$ cat src/rtl/wbs_pkg.sv
package wbs_pkg;

  typedef enum logic [1:0] {
    ST_IDLE = 2'd0,
    ST_ADDR = 2'd1,
    ST_WAIT = 2'd2,
    ST_DATA = 2'd3
  } wbs_state_e;

endpackage

$ cat src/rtl/wbs_wait_src.sv
// Free-running Galois LFSR reduced to the range 0..MAX_WAIT.
module wbs_wait_src #(
  parameter int                LFSR_W   = 8,
  parameter logic [LFSR_W-1:0] TAPS     = 8'hB8,
  parameter logic [LFSR_W-1:0] SEED     = 8'hA5,
  parameter int                MAX_WAIT = 4,
  localparam int               CNT_W    = (MAX_WAIT > 0) ? $clog2(MAX_WAIT + 1) : 1
) (
  input  logic             clk,
  input  logic             rst,
  output logic [CNT_W-1:0] count
);

  logic [LFSR_W-1:0] lfsr_q;

  always_ff @(posedge clk) begin
    if (rst) begin
      lfsr_q <= SEED;
    end else begin
      lfsr_q <= {1'b0, lfsr_q[LFSR_W-1:1]} ^ (lfsr_q[0] ? TAPS : '0);
    end
  end

  assign count = CNT_W'(lfsr_q % LFSR_W'(MAX_WAIT + 1));

endmodule

$ cat src/rtl/wbs_window_decode.sv
// Inclusive window compare and window-relative index.
module wbs_window_decode #(
  parameter int                ADDR_W   = 16,
  parameter logic [ADDR_W-1:0] ADDR_MIN = 16'h0000,
  parameter logic [ADDR_W-1:0] ADDR_MAX = 16'h00FF,
  parameter int                IDX_W    = 8
) (
  input  logic [ADDR_W-1:0] addr,
  output logic              hit,
  output logic [IDX_W-1:0]  idx
);

  always_comb begin
    hit = (int'(addr) >= int'(ADDR_MIN)) && (int'(addr) <= int'(ADDR_MAX));
    idx = IDX_W'(addr - ADDR_MIN);
  end

endmodule

$ cat src/rtl/wbs_byte_ram.sv
// Simple dual-port RAM: one write port, one registered read port.
module wbs_byte_ram #(
  parameter int DEPTH  = 256,
  parameter int IDX_W  = 8,
  parameter int DATA_W = 8
) (
  input  logic              clk,
  input  logic              we,
  input  logic [IDX_W-1:0]  waddr,
  input  logic [DATA_W-1:0] wdata,
  input  logic              re,
  input  logic [IDX_W-1:0]  raddr,
  output logic [DATA_W-1:0] rdata
);

  logic [DATA_W-1:0] mem [DEPTH];

  always_ff @(posedge clk) begin
    if (we) mem[waddr] <= wdata;
  end

  always_ff @(posedge clk) begin
    if (re) rdata <= mem[raddr];
  end

endmodule

$ cat src/rtl/win_bus_slave.sv
module win_bus_slave #(
  parameter int                ADDR_W   = 16,
  parameter int                DATA_W   = 8,
  parameter int                NMST     = 2,
  parameter logic [ADDR_W-1:0] ADDR_MIN = 16'h0000,
  parameter logic [ADDR_W-1:0] ADDR_MAX = 16'h00FF,
  parameter int                MAX_WAIT = 4,
  parameter int                LFSR_W   = 8,
  parameter logic [LFSR_W-1:0] SEED     = 8'hA5,
  localparam int               WIN      = int'(ADDR_MAX) - int'(ADDR_MIN) + 1,
  localparam int               IDX_W    = (WIN > 1) ? $clog2(WIN) : 1,
  localparam int               CNT_W    = (MAX_WAIT > 0) ? $clog2(MAX_WAIT + 1) : 1
) (
  input  logic              clk,
  input  logic              rst,
  input  logic [NMST-1:0]   bus_grant,
  input  logic [ADDR_W-1:0] bus_addr,
  input  logic              bus_write,
  input  logic [DATA_W-1:0] bus_wdata,
  output logic              wait_drive,
  output logic              wait_oe,
  output logic [DATA_W-1:0] rdata,
  output logic              rdata_oe
);

  import wbs_pkg::*;

  wbs_state_e       state_q;
  logic [CNT_W-1:0] rem_q;
  logic             we_q;
  logic [IDX_W-1:0] idx_q;

  logic             hit;
  logic [IDX_W-1:0] idx;
  logic [CNT_W-1:0] wcount;

  wbs_window_decode #(
    .ADDR_W  (ADDR_W),
    .ADDR_MIN(ADDR_MIN),
    .ADDR_MAX(ADDR_MAX),
    .IDX_W   (IDX_W)
  ) u_dec (
    .addr(bus_addr),
    .hit (hit),
    .idx (idx)
  );

  wbs_wait_src #(
    .LFSR_W  (LFSR_W),
    .SEED    (SEED),
    .MAX_WAIT(MAX_WAIT)
  ) u_wait (
    .clk  (clk),
    .rst  (rst),
    .count(wcount)
  );

  // Read is launched at the capture edge so a zero-wait read has data in
  // the very next cycle; the write lands at the end of the data cycle.
  logic ram_re, ram_we;
  assign ram_re = (state_q == ST_ADDR) && hit;
  assign ram_we = (state_q == ST_DATA) && we_q;

  wbs_byte_ram #(
    .DEPTH (WIN),
    .IDX_W (IDX_W),
    .DATA_W(DATA_W)
  ) u_ram (
    .clk  (clk),
    .we   (ram_we),
    .waddr(idx_q),
    .wdata(bus_wdata),
    .re   (ram_re),
    .raddr(idx),
    .rdata(rdata)
  );

  always_ff @(posedge clk) begin
    if (rst) begin
      state_q    <= ST_IDLE;
      rem_q      <= '0;
      we_q       <= 1'b0;
      idx_q      <= '0;
      wait_drive <= 1'b0;
      wait_oe    <= 1'b0;
      rdata_oe   <= 1'b0;
    end else begin
      unique case (state_q)
        ST_IDLE: begin
          if (|bus_grant) state_q <= ST_ADDR;
        end
        ST_ADDR: begin
          if (hit) begin
            we_q    <= bus_write;
            idx_q   <= idx;
            wait_oe <= 1'b1;
            if (wcount != '0) begin
              wait_drive <= 1'b1;
              rem_q      <= wcount;
              state_q    <= ST_WAIT;
            end else begin
              wait_drive <= 1'b0;
              rdata_oe   <= ~bus_write;
              state_q    <= ST_DATA;
            end
          end else begin
            state_q <= ST_IDLE;
          end
        end
        ST_WAIT: begin
          rem_q <= rem_q - CNT_W'(1);
          if (rem_q == CNT_W'(1)) begin
            wait_drive <= 1'b0;
            rdata_oe   <= ~we_q;
            state_q    <= ST_DATA;
          end
        end
        ST_DATA: begin
          wait_oe  <= 1'b0;
          rdata_oe <= 1'b0;
          state_q  <= ST_IDLE;
        end
        default: state_q <= ST_IDLE;
      endcase
    end
  end

endmodule

$ cat config.mk
export PLATFORM = sky130hd
export DESIGN_NAME = win_bus_slave
export DESIGN_NICKNAME = d
export VERILOG_FILES = /design/src/rtl/wbs_pkg.sv /design/src/rtl/wbs_wait_src.sv /design/src/rtl/wbs_window_decode.sv /design/src/rtl/wbs_byte_ram.sv /design/src/rtl/win_bus_slave.sv
export SDC_FILE = /design/constraint.sdc
export NUM_CORES = 2
export LEC_CHECK = 0
export CAP_MARGIN = 40
export CORE_MARGIN = 2
export CORE_UTILIZATION = 50
export CTS_BUF_LIST = sky130_fd_sc_hd__clkbuf_2
export CTS_CLUSTER_DIAMETER = 50
export DETAILED_ROUTE_END_ITERATION = 16
export PLACE_DENSITY = 0.65
export SKIP_LAST_GASP = 1
export SYNTH_ARGS = -nofsm -noshare
export SYNTH_HDL_FRONTEND = slang
export SYNTH_SLANG_ARGS = --single-unit
$ cat constraint.sdc
create_clock -name clk -period 10.2 [get_ports clk]
set_input_delay 3.06 -clock clk [delete_from_list [all_inputs] [get_ports clk]]
set_output_delay 3.06 -clock clk [all_outputs]
set_load 0.02 [all_outputs]
==> summary.txt <==
CTS Buf Count: 539
Die Span Y: 406.5 um
Pleak: 0.02839 uW
Mapped Area: 81010 um2
Max-slew violation count: 0
Via count: 39040
GRT overflow: 0
Post-DRT Antenna Nets: 0
Final hold vios: 0
Power Density: 173.7 nW/um2
Crit path arrival time: 3.00 ns
CP delay by family, top: buffers and inverters
DRC errors left: 0
Sequential fraction of the synthesis area: 76.83%
Max_slew headroom: 23.01%
Number of enable flip-flop cells after synthesis: 2056
Nets: 4072
Worst-Skew Late Latency: 1.76 ns
First-pass GRT wire length: 274400 um
Avg WL per Cell: 29.01 um
Post-DP HPWL: 112900 um
Least-Margin Pin Slew: 1.155 ns
Syn Nets: 3517
Setup Buffers After CTS: 0
CP max-delay cell: clkdlybuf4s50_1
DR vias/cell: 5.973
GP Congestion: 0.7748
Critical Path Fanout Max: 1
Flop-to-flop setup slack: 5.67 ns
Port-buffer cells: 39
H-Tree Depth: 6
Share of cells above drive strength 1: 38.73%
Final min period: 6.062 ns
Max clock buf depth: 4
Crit path kind: reg2out
FF/Latch Area: 62240 um2
Final Cycle Share: 59.43%
Initial antenna violation count: 11
CP max stage delay: 0.69 ns
Die Span X: 406.5 um
Total power: 15530 uW
CTS clk-pin slew, worst paths: 0.09 ns
Crit-path cells: clkdlybuf4s50_1
Yosys warning total: 0
Max Freq: 0.1650 GHz
Outcome: finished clean
Drt pass-1 iters: 5
Hold Worst Slack: 0.4790 ns
# IOs: 40
Sum Neg Setup Slack: 0 ns
Critical path startpoint category: flip-flop
Bufs and invs on worst path: 1
Avg Cell Area, Syn: 23.27 um2
RSZ-0062 raised after global routing: no
Total Routed Length: 189600 um
Core ar.: 160800 um2
Die ar.: 165300 um2
Rows: 147
Fillers: 12180
Max-Cap Viols: 0
Initial DRC count: 4426
Hold Buf Count CTS: 0
Final setup violation count: 0
Top FF cell, synth: edfxtp_1
Largest net degree at the start of global routing: 166
CTS sink count: 2081
CTS tree: built
Cells after synthesis: 3482
Hold crit path type: reg2reg
Area Overhead vs Synth: 10.38%
GRT Total Usage: 23.31%
Crit end category: primary output
Cts repair resizes: 0
Required @ worst endpoint: 7.14 ns
Multi-input logic area: 17850 um2
Final setup skew: 0.1977 ns
Synth unique cells: 73
Peak supply drop: 126.6 uV
Initial Utilization: 50.39%
Async set-reset flop share out of synthesis: 0%
Flops & latches, synth: 2081
Root Buffer: clkbuf_2
Vias in the first global route: 40300
-- routing by layer --
layer	up-vias	share of wire (%)	GRT usage, %
met5	-	0.027	0
met4	6	2.8	8.506
met3	344	8.0	5.493
met2	1852	49	36.77
met1	20590	40	32.09
li1	16240	-	-
-- cell type report --
type	count	area share, %
Sequential cell	2081	69.60
Multi-Input combinational cell	1174	19.96
Clock buffer	761	4.259
Tap cell	2160	3.022
Timing Repair Buffer	226	2.506
Clock inverter	109	0.5611
Inverter	15	0.06297
Antenna cell	9	0.02519
-- state kept, by name (all words and copies together) (netlist names), named ones only --
name	count
idx_q	8
wait_oe	1
u_wait.lfsr_q	8
u_ram.mem	2048
we_q	1
u_ram.rdata	8
rem_q	3
wait_drive	1
rdata_oe	1
state_q	1
-- path summary, 6_finish.rpt --
kind,from,endpoint,cells past startpoint
setup / recovery,u_ram.rdata[3],rdata[3],1
hold / removal,wait_oe,wait_oe,2
setup reg to reg,u_wait.lfsr_q[2],rem_q[0],17
hold reg to reg,wait_oe,wait_oe,2
-- layout by cell type, fill, tap and decap left out, types with 3 or more instances in the layout --
cell	netlist	final
mux4_2	680	680
a21oi_1	15	15
diode_2	0	9
nor2_1	270	270
nand2_1	47	47
or2_2	5	5
ha_1	6	6
clkdlybuf4s50_1	0	25
a211o_1	4	4
and3b_1	4	4
and3_1	3	3
clkbuf_2	0	761
buf_16	0	5
inv_2	1	17
nand4_1	12	12
o211a_1	3	3
nor3b_1	6	6
nor4_1	4	4
buf_12	0	19
buf_4	2	147
nand3_2	0	6
a211oi_1	4	4
clkinv_1	0	83
buf_6	2	16
inv_1	14	14
xnor2_1	7	7
dfxtp_1	25	25
nand2b_1	6	6
edfxtp_1	2056	2056
nand3_1	23	17
nor2b_1	14	14
clkinv_2	0	5
bufinv_16	0	3
buf_8	1	11
nor3_1	7	7
-- synth_stat cells, drive strengths merged, types with 2 or more instances --
library cell	n	area (um2)
edfxtp	2056	61740
mux4	680	15310
nor2	270	1013
clkbuf	123	461.7
buf	89	435.4
nand2	47	176.4
dfxtp	25	500.5
nand3	23	115.1
a21oi	15	75.07
inv	15	56.30
nor2b	15	96.34
nand4	12	75.07
nor3	7	35.03
xnor2	7	61.31
ha	6	75.07
nand2b	6	37.54
nor3b	6	45.04
and3b	5	45.04
or2	5	31.28
a211o	4	35.03
a211oi	4	30.03
and3	4	26.28
nor4	4	25.02
a311oi	3	43.80
a31oi	3	25.02
o211a	3	30.03
a221oi	2	17.52
a22oi	2	15.01
a32oi	2	17.52
and4bb	2	25.02
nand4bb	2	22.52
nor4b	2	23.77
o211ai	2	15.01
o21ai	2	10.00
o22ai	2	12.51
o2bb2ai	2	17.52
o311ai	2	17.52
o31ai	2	15.01
or3b	2	17.52
-- where the power goes --
| group | leakage [uW] | switching, uW | total, uW | internal (uW) |
|---|---|---|---|---|
| logic | 0.00629 | 482 | 843 | 361 |
| registers | 0.0187 | 13.7 | 9400 | 9380 |
| clock network | 0.00342 | 3240 | 5290 | 2050 |
| total | 0.0284 | 3740 | 15500 | 11800 |
-- metrics by stage --
step	cells	worst slack (ns)	utilization, %	area (um2)
CTS	6526	3.951	55.61	89400
floorplan	3482	4.296	-	81010
global route	6534	3.969	55.62	89420
finish	6535	4.138	55.63	89420
detailed placement	5656	3.114	52.93	85090
global placement	5521	3.110	52.14	83820
-- cells by family (layout without fill, tap and decap cells) --
family,count (synthesis),count (layout),share of synthesized area (%)
compound gates,60,60,0.5761
xor+xnor,8,8,0.09577
fa+ha+maj,6,6,0.09267
buf+inv,227,1111,1.177
flops,2081,2081,76.83
mux,681,681,18.92
other cells,0,9,0
simple gates,419,419,2.311
No activity file was read; power rests on OpenSTA's default activity.
